--- src/rtl/ubt_pkg.sv ---
package ubt_pkg;
   typedef enum logic {
      EDGE_FALL = 1'b0,
      EDGE_RISE = 1'b1
   } ubt_edge_e;

   localparam int UBT_DEF_WIDTH = 18;
endpackage

--- src/rtl/ubt_edge_det.sv ---
module ubt_edge_det #(
   parameter ubt_pkg::ubt_edge_e EDGE = ubt_pkg::EDGE_FALL
) (
   input  logic clk,
   input  logic lvl,
   output logic hit
);
   logic lvl_q;

   // Sample keeps following the level during reset so no false edge appears.
   always_ff @(posedge clk) lvl_q <= lvl;

   generate
      if (EDGE == ubt_pkg::EDGE_FALL) begin : g_fall
         assign hit = lvl_q & ~lvl;
      end else begin : g_rise
         assign hit = ~lvl_q & lvl;
      end
   endgenerate
endmodule

--- src/rtl/ubt_lane.sv ---
module ubt_lane #(
   parameter int                 WIDTH = ubt_pkg::UBT_DEF_WIDTH,
   parameter ubt_pkg::ubt_edge_e EDGE  = ubt_pkg::EDGE_FALL
) (
   input  logic             clk,
   input  logic             rst,
   input  logic [WIDTH-1:0] din,
   input  logic             pass,
   input  logic             dclk,
   input  logic             ce_n,
   input  logic             oe_n,
   output logic [WIDTH-1:0] dout,
   output logic             drv
);
   logic             edge_hit;
   logic             load;
   logic [WIDTH-1:0] held;

   ubt_edge_det #(.EDGE(EDGE)) edge_i (
      .clk (clk),
      .lvl (dclk),
      .hit (edge_hit)
   );

   // Tracking while passing keeps the last pass-through word once pass drops.
   assign load = pass | (edge_hit & ~ce_n);

   always_ff @(posedge clk) begin
      if (rst)       held <= '0;
      else if (load) held <= din;
   end

   assign dout = pass ? din : held;
   assign drv  = ~oe_n;
endmodule

--- src/rtl/ubt_xcvr.sv ---
module ubt_xcvr #(
   parameter int                 WIDTH = ubt_pkg::UBT_DEF_WIDTH,
   parameter ubt_pkg::ubt_edge_e EDGE  = ubt_pkg::EDGE_FALL
) (
   input  logic             clk,
   input  logic             rst,
   input  logic [WIDTH-1:0] a_in,
   output logic [WIDTH-1:0] a_out,
   output logic             a_drv,
   input  logic [WIDTH-1:0] b_in,
   output logic [WIDTH-1:0] b_out,
   output logic             b_drv,
   input  logic             oe_ab_n,
   input  logic             le_ab,
   input  logic             clk_ab,
   input  logic             ce_ab_n,
   input  logic             oe_ba_n,
   input  logic             le_ba,
   input  logic             clk_ba,
   input  logic             ce_ba_n
);
   generate
      if (WIDTH < 1) begin : g_bad_width
         $error("ubt_xcvr: WIDTH must be at least 1");
      end
   endgenerate

   ubt_lane #(.WIDTH(WIDTH), .EDGE(EDGE)) lane_ab_i (
      .clk  (clk),
      .rst  (rst),
      .din  (a_in),
      .pass (le_ab),
      .dclk (clk_ab),
      .ce_n (ce_ab_n),
      .oe_n (oe_ab_n),
      .dout (b_out),
      .drv  (b_drv)
   );

   ubt_lane #(.WIDTH(WIDTH), .EDGE(EDGE)) lane_ba_i (
      .clk  (clk),
      .rst  (rst),
      .din  (b_in),
      .pass (le_ba),
      .dclk (clk_ba),
      .ce_n (ce_ba_n),
      .oe_n (oe_ba_n),
      .dout (a_out),
      .drv  (a_drv)
   );
endmodule

--- config.mk ---
export PLATFORM = sky130hd
export DESIGN_NAME = ubt_xcvr
export DESIGN_NICKNAME = d
export VERILOG_FILES = /design/src/rtl/ubt_pkg.sv /design/src/rtl/ubt_edge_det.sv /design/src/rtl/ubt_lane.sv /design/src/rtl/ubt_xcvr.sv
export SDC_FILE = /design/constraint.sdc
export NUM_CORES = 1
export LEC_CHECK = 0
export ABC_AREA = 1
export BUFFER_PORTS_ARGS = -buffer_cell sky130_fd_sc_hd__buf_2
export CORE_ASPECT_RATIO = 0.7
export CORE_MARGIN = 2
export CORE_UTILIZATION = 44
export CTS_BUF_LIST = sky130_fd_sc_hd__clkbuf_4 sky130_fd_sc_hd__clkbuf_8 sky130_fd_sc_hd__clkbuf_16
export CTS_CLUSTER_DIAMETER = 80
export CTS_CLUSTER_SIZE = 8
export DETAILED_ROUTE_END_ITERATION = 16
export GPL_TIMING_DRIVEN = 0
export MAX_ROUTING_LAYER = met4
export PLACE_DENSITY_LB_ADDON = 0.3
export SYNTH_ARGS = -nofsm -noshare
export SYNTH_HDL_FRONTEND = slang
export SYNTH_HIERARCHICAL = 1
export SYNTH_SLANG_ARGS = --single-unit
--- constraint.sdc ---
create_clock -name clk -period 1 [get_ports clk]
set_input_delay 0.05 -clock clk [delete_from_list [all_inputs] [get_ports clk]]
set_output_delay 0.05 -clock clk [all_outputs]
set_load 0.1 [all_outputs]
==> results of run 1 <==
## cell families after synthesis
group                  share of synthesized area
AND/OR/NAND/NOR                            0.400
buffers and inverters                      0.150
flip-flops                                 0.364
AO/OA/AOI/OAI                             0.0862
## stage by stage
step / utilization / setup TNS [ns] / hold WS [ns] / area (sq um) / std cells
floorplan: - / -0.710 / 0.0777 / 2550 / 326
global placement: 0.678 / -12.55 / 0.176 / 3020 / 462
detailed placement: 0.678 / -14.67 / 0.181 / 3020 / 462
CTS: 0.941 / -4.21 / 0.000827 / 4190 / 509
## Yosys cell counts
cell | count | area [sq um]
buf_2 | 4 | 20.0
buf_4 | 4 | 30.0
buf_6 | 6 | 67.6
clkbuf_1 | 4 | 15.0
clkinv_1 | 2 | 7.51
dfxtp_1 | 38 | 761
inv_1 | 42 | 158
inv_2 | 4 | 15.0
nand2_1 | 74 | 278
nand2_2 | 4 | 25.0
nand3_1 | 18 | 90.1
nand3_2 | 16 | 160
nor2_1 | 72 | 270
nor2_2 | 2 | 12.5
o21ai_0 | 36 | 180
## timing repair
item / CTS
cloned: 1
endpoints found under the hold margin: 15
buffers inserted: 23
pin swaps: 32
resized for setup: 253
hold buffers: 15
setup endpoints to repair: 70
==> metrics.yaml, run 1 <==
outcome:
  status: "stopped before the end"
  haltStage: "5_1_grt"
  stop_error: "[ERROR DPL-0038] Utilization greater than 100%, impossible to legalize"
clock_tree:
  htree_num_levels: 2
  cts.sinks: 38
  cts_made_buffers: 5
  cts-root-buf: "clkbuf_8"
  cts_buffer_depth: 2
synthesis:
  synth_cells: 326
  syn_area_sq_um: 2090
  yosys_warnings: 6
  yosys.cell_types.count: 15
  synth_area_per_cell_sq_um: 6.41
  ys_seq_area_frac: 0.364
  synth_nets: 372
  synth-seq-cells: 38
grt:
  grt_max_degree: 13
placement:
  hpwl_mm: 4.23
  io_buffers: 81
  preCtsSetupSlack_ns: -0.422
  gp_congestion: 0.782
floorplan:
  chipWidth_um: 86.4
  rows: 20
  die_h_um: 61.7
  pin_count: 84
  start_util: 0.469
timing:
  crit_endpoint: "lane_ba_i/held[2]$_SDFFE_PP0P_/D"
  worst_path_end_type: "sequential cell input"
==> run 2, diff against run 1 <==
==> config.mk (replaced) <==
export PLATFORM = sky130hd
export DESIGN_NAME = ubt_xcvr
export DESIGN_NICKNAME = d
export VERILOG_FILES = /design/src/rtl/ubt_pkg.sv /design/src/rtl/ubt_edge_det.sv /design/src/rtl/ubt_lane.sv /design/src/rtl/ubt_xcvr.sv
export SDC_FILE = /design/constraint.sdc
export NUM_CORES = 1
export LEC_CHECK = 0
export ABC_AREA = 1
export BUFFER_PORTS_ARGS = -buffer_cell sky130_fd_sc_hd__buf_2
export CORE_MARGIN = 2
export CORE_UTILIZATION = 40
export DETAILED_ROUTE_END_ITERATION = 16
export GPL_TIMING_DRIVEN = 0
export PLACE_DENSITY_LB_ADDON = 0.15
export SYNTH_ARGS = -nofsm -noshare
export SYNTH_HDL_FRONTEND = slang
export SYNTH_HIERARCHICAL = 1
export SYNTH_SLANG_ARGS = --single-unit
==> constraint.sdc (replaced) <==
create_clock -name clk -period 1.3 [get_ports clk]
set_input_delay 0.065 -clock clk [delete_from_list [all_inputs] [get_ports clk]]
set_output_delay 0.065 -clock clk [all_outputs]
set_load 0.1 [all_outputs]
==> run 2 against run 1 <==
  * The run now ends clean
  * Area after synthesis unchanged
  * Synthesized cell count unchanged
==> metrics.yaml, run 2 <==
synthesis:
  synth_ff_type: "dfxtp_1"
  yosysMostFrequentCell: "nand2_1"
  synth_common_cells: "nand2_1, nor2_1, inv_1"
  ys_seq_area_frac: 0.364
  yosys_warnings: 6
  synth_top_area_share: 0.364
  synth_area_leaders: "dfxtp_1, nand2_1, nor2_1, o21ai_0, nand3_2"
  synth_edf_count: 0
  synth_cells: 326
  yosys.cell_types.count: 15
  synth_area_per_cell_sq_um: 6.41
  synth.largest_area_cell: "dfxtp_1"
  syn_area_sq_um: 2090
  synth-seq-cells: 38
  synth_nets: 372
  async_flop_share: 0
timing:
  slew_headroom: 0.599
  max_freq_ghz: 0.800
  fin_crit_sh: 0.961
  tightest_slew_ns: 0.602
  maxSlewViolCount: 0
  fin_skew_ns: 0.00517
  fin_crit_ns: 1.25
  rsz0062_at_grt: "no"
  hold_viol: 0
  setup_violations: 0
floorplan:
  rows: 26
  die_h_um: 76.3
  chipWidth_um: 76.3
  core_sq_um: 5070
  start_util: 0.412
  dieArea_sq_um: 5820
  pin_count: 84
grt:
  gr-usage-all-layers: 0.203
  antenna_found_initial: 0
  grt_max_degree: 13
  grt_pass1_wl_mm: 9.93
  grt_pass1_vias: 2333
  grt.overflow.total: 0
power:
  p_sw_mw: 1.59
  power.total_mw: 3.82
  ir_worst_vdd_v: 0.000789
  internal-power_mw: 2.23
  comb_power_share: 0.410
  power.density_nw_per_um2: 1180
  swShare: 0.416
  p_clk_frac: 0.256
  p_leak_nw: 1.64
  pwr-share-seq: 0.334
critical_path:
  crit_fanout: 2
  start_kind: "input pin"
  cp_cell_sequence: "dlygate4sd3_1, buf_2, nand2_1, o21ai_4, buf_4"
  required_ns: 1.24
  worstSetupPathType: "input pin to primary output"
  crit_buf_inv: 3
  critPathCaptureType: "primary output"
  cp_data_arrival_time_ns: 1.18
  crit_path_top_delay_cell: "dlygate4sd3_1"
  max_stage_delay_ns: 0.53
  critPathTopFamily: "buffers and inverters"
final_layout:
  drive_gt1_frac: 0.364
  reg_top3: "lane_ab_i/held x18, lane_ba_i/held x18"
  areaGrowthSynthToFinish_pct: 54.9
  final_cell_area_sq_um: 3240
  final_cell_mix: "nand2_1, nor2_1, buf_2"
  antennaDiodeCount: 0
  layout_commonest_cell: "nand2_1"
  final.fill_count: 480
  utilization: 0.638
  final_nets: 479
clock_tree:
  cts-root-buf: "clkbuf_8"
  cts_tree: "done"
  clock_latency_ns: 0.28
  cts_made_buffers: 5
  cts_buffer_depth: 2
  cts.sinks: 38
  path_clk_slew_ns: 0.07
  htree_num_levels: 2
detailed_routing:
  drc: 0
  vias: 2314
  wl_per_cell_um: 11.0
  dr.pass1.iters: 5
  via_per_inst: 4.59
  ant_nets: 0
  drt_iter0_drc: 88
  wirelength_mm: 5.56
placement:
  hpwl_mm: 3.76
  gp_congestion: 0.717
  io_buffers: 81
  placed_area_sq_um: 2820
min_path:
  hp-class: "input pin to register"
run:
  max_cap_violations: 0
outcome:
  status: "complete, no violations"
[run 2: cell counts after synthesis]
Identical to the previous run, type by type.
[run 2: tightest hold or removal path, delay by kind of cell]
family,cells,cell delay [ns]
and+or+nand+nor,2,0.11
buffers and inverters,1,0.09
[run 2: layout make-up]
cell class	instances	area, sq um	share of cell area
sequential	38	761	0.235
clock buffer	5	68.8	0.0213
inverter	48	180	0.0557
tap	70	87.6	0.0271
timing repair buffer	100	676	0.209
clock inverter	3	40.0	0.0124
multi-input combinational	222	1290	0.397
buffer	18	138	0.0425
[run 2: cell families after synthesis]
logic type | Yosys count | synth area share
flip-flops | 38 | 0.364
AND/OR/NAND/NOR | 186 | 0.400
AO/OA/AOI/OAI | 36 | 0.0862
buffers and inverters | 66 | 0.150
[run 2: repair_timing]
| item | CTS | global route |
|---|---|---|
| cloned | 0 | 0 |
| hold buffers | 16 | 0 |
| setup buffers | 0 | 3 |
| pin swaps | 0 | 2 |
| endpoints found under the hold margin | 16 | 0 |
| endpoints found under the setup margin | 25 | 40 |
| resized for setup | 25 | 21 |
[run 2: routing by layer]
layer,routed length [um],part of all wire,track usage
met3,314,0.057,0.0509
met5,0,0,0
met4,25,0.0045,0.0455
met1,2380,0.43,0.229
met2,2840,0.51,0.382
[run 2: power by group through the flow]
stage          Clock [mW]  Sequential (mW)  Combinational [mW]
2_1_floorplan           0             1.30                1.22
3_3_place_gp            0             1.30                1.45
3_5_place_dp            0             1.30                1.46
4_1_cts              1.02             1.27                1.54
5_1_grt              1.07             1.28                1.67
6_report            0.980             1.27                1.57
[run 2: final timing paths]
path | start | end | slack (ns) | cells past startpoint
hold / removal | b_in[11] | lane_ba_i/held[11] | 0.009 | 3
setup reg to reg | lane_ab_i/edge_i/lvl_q | lane_ab_i/held[3] | 0.20 | 8
hold reg to reg | lane_ab_i/held[15] | lane_ab_i/held[15] | 0.49 | 2
setup / recovery | b_in[3] | a_out[3] | 0.05 | 5
[run 2: per-stage QoR]
stage | std cells | TNS (ns) | setup WS, ns | hold slack (ns)
floorplan | 326 | -9.41 | -0.500 | 0.0927
global placement | 477 | -6.47 | -0.365 | 0.192
detailed placement | 477 | -6.52 | -0.362 | 0.194
CTS | 501 | 0 | 0.00502 | 0.000595
global route | 504 | 0 | 0.000721 | 0.00754
finish | 504 | 0 | 0.0503 | 0.00862
No activity file was read; power rests on OpenSTA's default activity.
==> run 3, diff against run 2 <==
==> constraint.sdc (replaced) <==
create_clock -name clk -period 1 [get_ports clk]
set_input_delay 0.05 -clock clk [delete_from_list [all_inputs] [get_ports clk]]
set_output_delay 0.05 -clock clk [all_outputs]
set_load 0.1 [all_outputs]
==> run 3 against run 2 <==
  * The run now ends with setup timing left
  * Routed wire length grew 66%
  * Register-to-register slack got worse by 0.30 ns
  * Sequential power increased by 35%
  * Core utilization rose by 27 points
  * Worst hold slack improved by 0.0032 ns
  * Combinational power up 90%
  * Global-route usage up 7.6 points
  * Via count increased by 17%
  * Critical endpoint is now a_out[11]
  * Largest cell class unchanged
  * Largest power group unchanged
  * Highest routed layer unchanged
==> metrics.yaml, run 3 (same netlist as run 2, synthesis figures left out) <==
critical_path:
  reg2reg_from: "lane_ab_i/edge_i/lvl_q"
  reg2reg_setup_slack_ns: -0.1
  critPathTopFamily: "flip-flops"
  crit_path_top_delay_cell: "dfxtp_2"
  rr_endpoint: "lane_ab_i/held[11]"
  required_ns: 0.95
  cp-startpoint: "lane_ba_i/held[11]"
  worstSetupPathType: "register to primary output"
  rr_worst_depth: 7
  critPathCaptureType: "primary output"
  start_kind: "register"
  crit_fanout: 2
  max_stage_delay_ns: 0.35
  cp_cell_sequence: "inv_2, o21ai_4, buf_12"
  cp_data_arrival_time_ns: 1.05
  crit_buf_inv: 2
final_layout:
  antennaDiodeCount: 0
  drive_gt1_frac: 0.687
  ff_latch_area_sq_um: 808
  layout_commonest_cell: "nand2_1"
  stdcell_count: 540
  final.fill_count: 201
  final_cell_area_sq_um: 4600
  utilization: 0.907
  areaGrowthSynthToFinish_pct: 120
  final_cell_mix: "nand2_1, buf_2, buf_12"
  final_nets: 515
  multiInputGateArea_sq_um: 1720
  reg_top3: "lane_ab_i/held x18, lane_ba_i/held x18"
timing:
  fin_crit_sh: 1.10
  fin_crit_ns: 1.10
  maxSlewViolCount: 0
  tightest_slew_ns: 0.498
  rsz0062_at_grt: "yes"
  setup_slack_ns: -0.0988
  setup_violations: 71
  hold_viol: 0
  slew_headroom: 0.670
  holdWs_ns: 0.0118
  max_freq_ghz: 0.910
  fin_skew_ns: 0.00410
grt:
  grt_max_degree: 18
  grt_pass1_wl_mm: 13.1
  grt_pass1_vias: 2788
  antenna_found_initial: 0
  grt.overflow.total: 0
  gr-usage-all-layers: 0.279
placement:
  gp_congestion: 0.748
  io_buffers: 81
  preCtsSetupSlack_ns: -0.455
  hpwl_mm: 3.95
  dp_cells: 477
  placed_area_sq_um: 3040
run:
  max_cap_violations: 0
detailed_routing:
  ant_nets: 0
  drc: 0
  wirelength_mm: 9.24
  dr.pass1.iters: 4
  wl_per_cell_um: 17.1
  via_per_inst: 5.03
  drt_iter0_drc: 148
  vias: 2718
floorplan:
  rows: 26
  chipWidth_um: 76.3
  die_h_um: 76.3
  pin_count: 84
  core_sq_um: 5070
  start_util: 0.412
  dieArea_sq_um: 5820
clock_tree:
  cts.sinks: 38
  cts_made_buffers: 5
  clock_latency_ns: 0.29
  htree_num_levels: 2
  cts_tree: "done"
  path_clk_slew_ns: 0.08
  cts_buffer_depth: 2
  cts-root-buf: "clkbuf_8"
power:
  p_leak_nw: 2.06
  power.density_nw_per_um2: 1270
  ir_worst_vdd_v: 0.00113
min_path:
  hp-class: "input pin to register"
  holdCritStartpoint: "b_in[2]"
  hold_path_end: "lane_ba_i/held[2]"
  hold_depth: 3
outcome:
  violations: "setup timing"
  status: "finished, violations left"
-- run 3: cell count changes in the layout (fill, tap and decap cells not counted), moves of 20 or more --
| cell | before | now |
|---|---|---|
| buf_12 | 0 | 41 |
| dfxtp_1 | 38 | 0 |
| dfxtp_2 | 0 | 38 |
| inv_1 | 42 | 6 |
| inv_2 | 4 | 37 |
| nor2_1 | 72 | 31 |
| nor2_2 | 0 | 20 |
| nor2_4 | 2 | 23 |
-- run 3: worst max path at each step --
stage                                     to  slack (ns)  depth (start not counted)
after global routing      lane_ab_i/held[13]       -0.14                          7
after global placement             a_out[13]       -0.44                          5
final                              a_out[11]        -0.1                          3
after detailed placement            a_out[7]       -0.45                          5
after CTS                           a_out[7]       -0.08                          3
after floorplan                    a_out[15]       -0.16                          5
-- run 3: timing repair --
| action | in CTS | in global routing |
|---|---|---|
| gates cloned | 1 | 2 |
| hold buffers | 28 | 0 |
| buffers inserted | 24 | 1 |
| endpoints found under the hold margin | 28 | 0 |
| endpoints found under the setup margin | 70 | 72 |
| gates resized for setup | 255 | 70 |
| pin swaps | 34 | 16 |
-- run 3: metrics by stage --
stage | total power, mW | TNS (ns)
2_1_floorplan | 3.39 | -0.710
3_5_place_dp | 3.71 | -13.69
4_1_cts | 5.60 | -2.81
3_3_place_gp | 3.69 | -12.95
5_1_grt | 6.04 | -6.63
6_report | 5.84 | -4.02
-- run 3: tightest hold or removal path, stage by stage --
cell and delay [ns]:
buf_2 0.12, nor2_4 0.04, nor2_2 0.06
-- run 3: final cells by class --
type,count,area share
Multi-Input combinational cell,222,0.373
Timing Repair Buffer,135,0.318
Timing Repair inverter,2,0.00435
Sequential cell,38,0.176
Clock inverter,2,0.00272
Buffer,17,0.0451
Inverter,48,0.0440
Clock buffer,6,0.0179
Tap cell,70,0.0190
-- run 3: where the power goes --
| part | total [mW] | switching, mW | internal (mW) | leakage (nW) |
|---|---|---|---|---|
| Sequential | 1.71 | 0.0556 | 1.65 | 0.326 |
| Clock | 1.15 | 0.593 | 0.555 | 0.0472 |
| Combinational | 2.99 | 1.87 | 1.12 | 1.69 |
| Total | 5.84 | 2.52 | 3.32 | 2.06 |
-- run 3: layer usage --
layer / global-route usage / wire [um] / up-vias
met4: 0.0945 / 194 / 0
met1: 0.296 / 3520 / 1315
met2: 0.538 / 5090 / 100
li1: - / - / 1284
met5: 0 / 0 / -
met3: 0.0604 / 432 / 19
==> run 4, diff against run 3 <==
==> constraint.sdc (replaced) <==
create_clock -name clk -period 1.1 [get_ports clk]
set_input_delay 0.055 -clock clk [delete_from_list [all_inputs] [get_ports clk]]
set_output_delay 0.055 -clock clk [all_outputs]
set_load 0.1 [all_outputs]
==> run 4 against run 3 <==
  * The run now ends clean
  * Non-clock buffer count shrank 24
  * Routed wire length shrank 26%
  * Global-route usage shrank 5.5 points
  * Clock skew grew 0.0021 ns
  * Critical path depth is the same
  * Combinational power shrank 21%
  * Via count shrank 11%
  * Setup slack gained 0.13 ns
  * Worst hold slack gained 0.00091 ns
  * Core utilization shrank 12 points
  * Count of clock-buffer cells in the layout is the same
  * Critical path type unchanged
  * Largest power group unchanged
  * Highest routed layer unchanged
==> metrics.yaml, run 4 (same netlist as run 2, synthesis figures left out) <==
detailed_routing:
  drc: 0
  met2_length_mm: 3.78
  drt_iter0_drc: 76
  ant_nets: 0
  wirelength_mm: 6.83
  wl_met1_mm: 2.66
  top_layer: "met4"
  dr.pass1.iters: 4
  via_per_inst: 4.73
  vias: 2421
  met3_length_um: 297
  wl_per_cell_um: 13.3
floorplan:
  pin_count: 84
  start_util: 0.412
  die_h_um: 76.3
  core_sq_um: 5070
  rows: 26
  chipWidth_um: 76.3
  dieArea_sq_um: 5820
power:
  p_clk_frac: 0.195
  pwr-share-seq: 0.316
  p_leak_nw: 1.85
  ir_worst_vdd_v: 0.000854
  comb_power_share: 0.489
  swShare: 0.417
  power.density_nw_per_um2: 1220
  internal-power_mw: 2.83
  p_sw_mw: 2.02
  power.total_mw: 4.85
timing:
  hold_viol: 0
  fin_crit_ns: 1.07
  fin_crit_sh: 0.975
  fin_skew_ns: 0.00624
  slew_headroom: 0.671
  tightest_slew_ns: 0.497
  setup_violations: 0
  maxSlewViolCount: 0
  max_freq_ghz: 0.933
  rsz0062_at_grt: "yes"
clock_tree:
  cts_buffer_depth: 2
  cts_tree: "done"
  path_clk_slew_ns: 0.07
  cts_made_buffers: 5
  cts.sinks: 38
  clock_latency_ns: 0.28
  htree_num_levels: 2
  cts-root-buf: "clkbuf_8"
min_path:
  holdCritStartpoint: "a_in[10]"
  hold_depth: 3
  hold_path_end: "lane_ab_i/held[10]"
  hp-class: "input pin to register"
final_layout:
  utilization: 0.785
  final_nets: 489
  final_cell_mix: "nand2_1, nor2_1, buf_2"
  layout_commonest_cell: "nand2_1"
  areaGrowthSynthToFinish_pct: 90.5
  reg_top3: "lane_ab_i/held x18, lane_ba_i/held x18"
  antennaDiodeCount: 0
  drive_gt1_frac: 0.511
critical_path:
  reg2reg_setup_slack_ns: 0.04
  crit_fanout: 2
  critPathTopFamily: "flip-flops"
  worstSetupPathType: "register to primary output"
  critPathCaptureType: "primary output"
  max_stage_delay_ns: 0.33
  required_ns: 1.04
  cp_data_arrival_time_ns: 1.02
  crit_path_top_delay_cell: "dfxtp_2"
  crit_buf_inv: 2
  start_kind: "register"
  rr_worst_depth: 7
  rr_endpoint: "lane_ba_i/held[17]"
  reg2reg_from: "lane_ba_i/edge_i/lvl_q"
  cp_cell_sequence: "inv_2, o21ai_4, buf_12"
  cp-startpoint: "lane_ab_i/held[6]"
grt:
  gr-usage-all-layers: 0.224
  grt.overflow.total: 0
  antenna_found_initial: 0
  grt_pass1_wl_mm: 10.8
  grt_max_degree: 11
  grt_pass1_vias: 2481
outcome:
  status: "complete, no violations"
placement:
  hpwl_mm: 3.88
  gp_congestion: 0.752
  io_buffers: 81
run:
  max_cap_violations: 0
## run 4: cell types whose count changed in the layout (fill, tap and decap cells not counted), sizes merged
cell,before,now
clkinvlp,1,0
clkinv,4,2
clkbuf,9,10
inv,47,46
dlygate4sd3,28,25
buf,121,99
## run 4: power groups by stage
stage / sequential (mW) / clock, mW / combinational [mW]
final: 1.53 / 0.944 / 2.37
after global routing: 1.54 / 1.04 / 2.49
after CTS: 1.51 / 0.984 / 2.13
after global placement: 1.53 / 0 / 1.77
after detailed placement: 1.54 / 0 / 1.79
after floorplan: 1.53 / 0 / 1.50
## run 4: worst max path at each step
stage | cells past startpoint | slack, ns | to
after floorplan | 3 | -0.18 | a_out[13]
after global placement | 5 | -0.28 | a_out[8]
after detailed placement | 5 | -0.31 | a_out[6]
after CTS | 3 | -0.01 | a_out[6]
after global routing | 7 | -0.04 | lane_ab_i/held[0]
final | 3 | 0.03 | b_out[6]
## run 4: area by class of cell
type / count / area, sq um
clock buffers: 6 / 82.6
repair buffers: 112 / 1240
inverters: 48 / 185
plain buffers: 16 / 135
flip-flops and latches: 38 / 782
multi-input cells: 222 / 1460
fillers: 353 / 1090
well taps: 70 / 87.6
## run 4: timing repair
| item | in CTS | in global routing |
|---|---|---|
| pin swaps | 6 | 29 |
| endpoints found under the hold margin | 25 | 0 |
| buffers inserted | 2 | 4 |
| resized for setup | 107 | 110 |
| endpoints found under the setup margin | 56 | 64 |
| gates cloned | 0 | 0 |
| hold buffers | 25 | 0 |
## run 4: stage by stage
step           setup TNS, ns  area, sq um  setup slack (ns)  std cells  hold slack, ns
2_1_floorplan          -1.09         2450            -0.182        326          0.0827
3_3_place_gp           -7.59         2950            -0.282        477           0.184
3_5_place_dp           -8.07         2950            -0.305        477           0.188
4_1_cts              -0.0104         3660           -0.0104        510        0.000108
5_1_grt               -0.272         3980           -0.0422        512         0.00392
6_report                   0         3980            0.0280        512          0.0127
## run 4: worst reg2reg max path, stage by stage (launching register included)
cell and delay (ns):
dfxtp_1 0.32, inv_1 0.06, nor2_4 0.10, nand2_4 0.08, buf_4 0.17, nand3_1 0.10, nand2_1 0.06, nor2_1 0.11
## run 4: routing by layer
metal  global-route usage  vias to the layer above
li1                     -                     1223
met1                0.256                     1119
met2                0.412                       69
met3               0.0474                       10
met4               0.0745                        0
met5                    0                        -
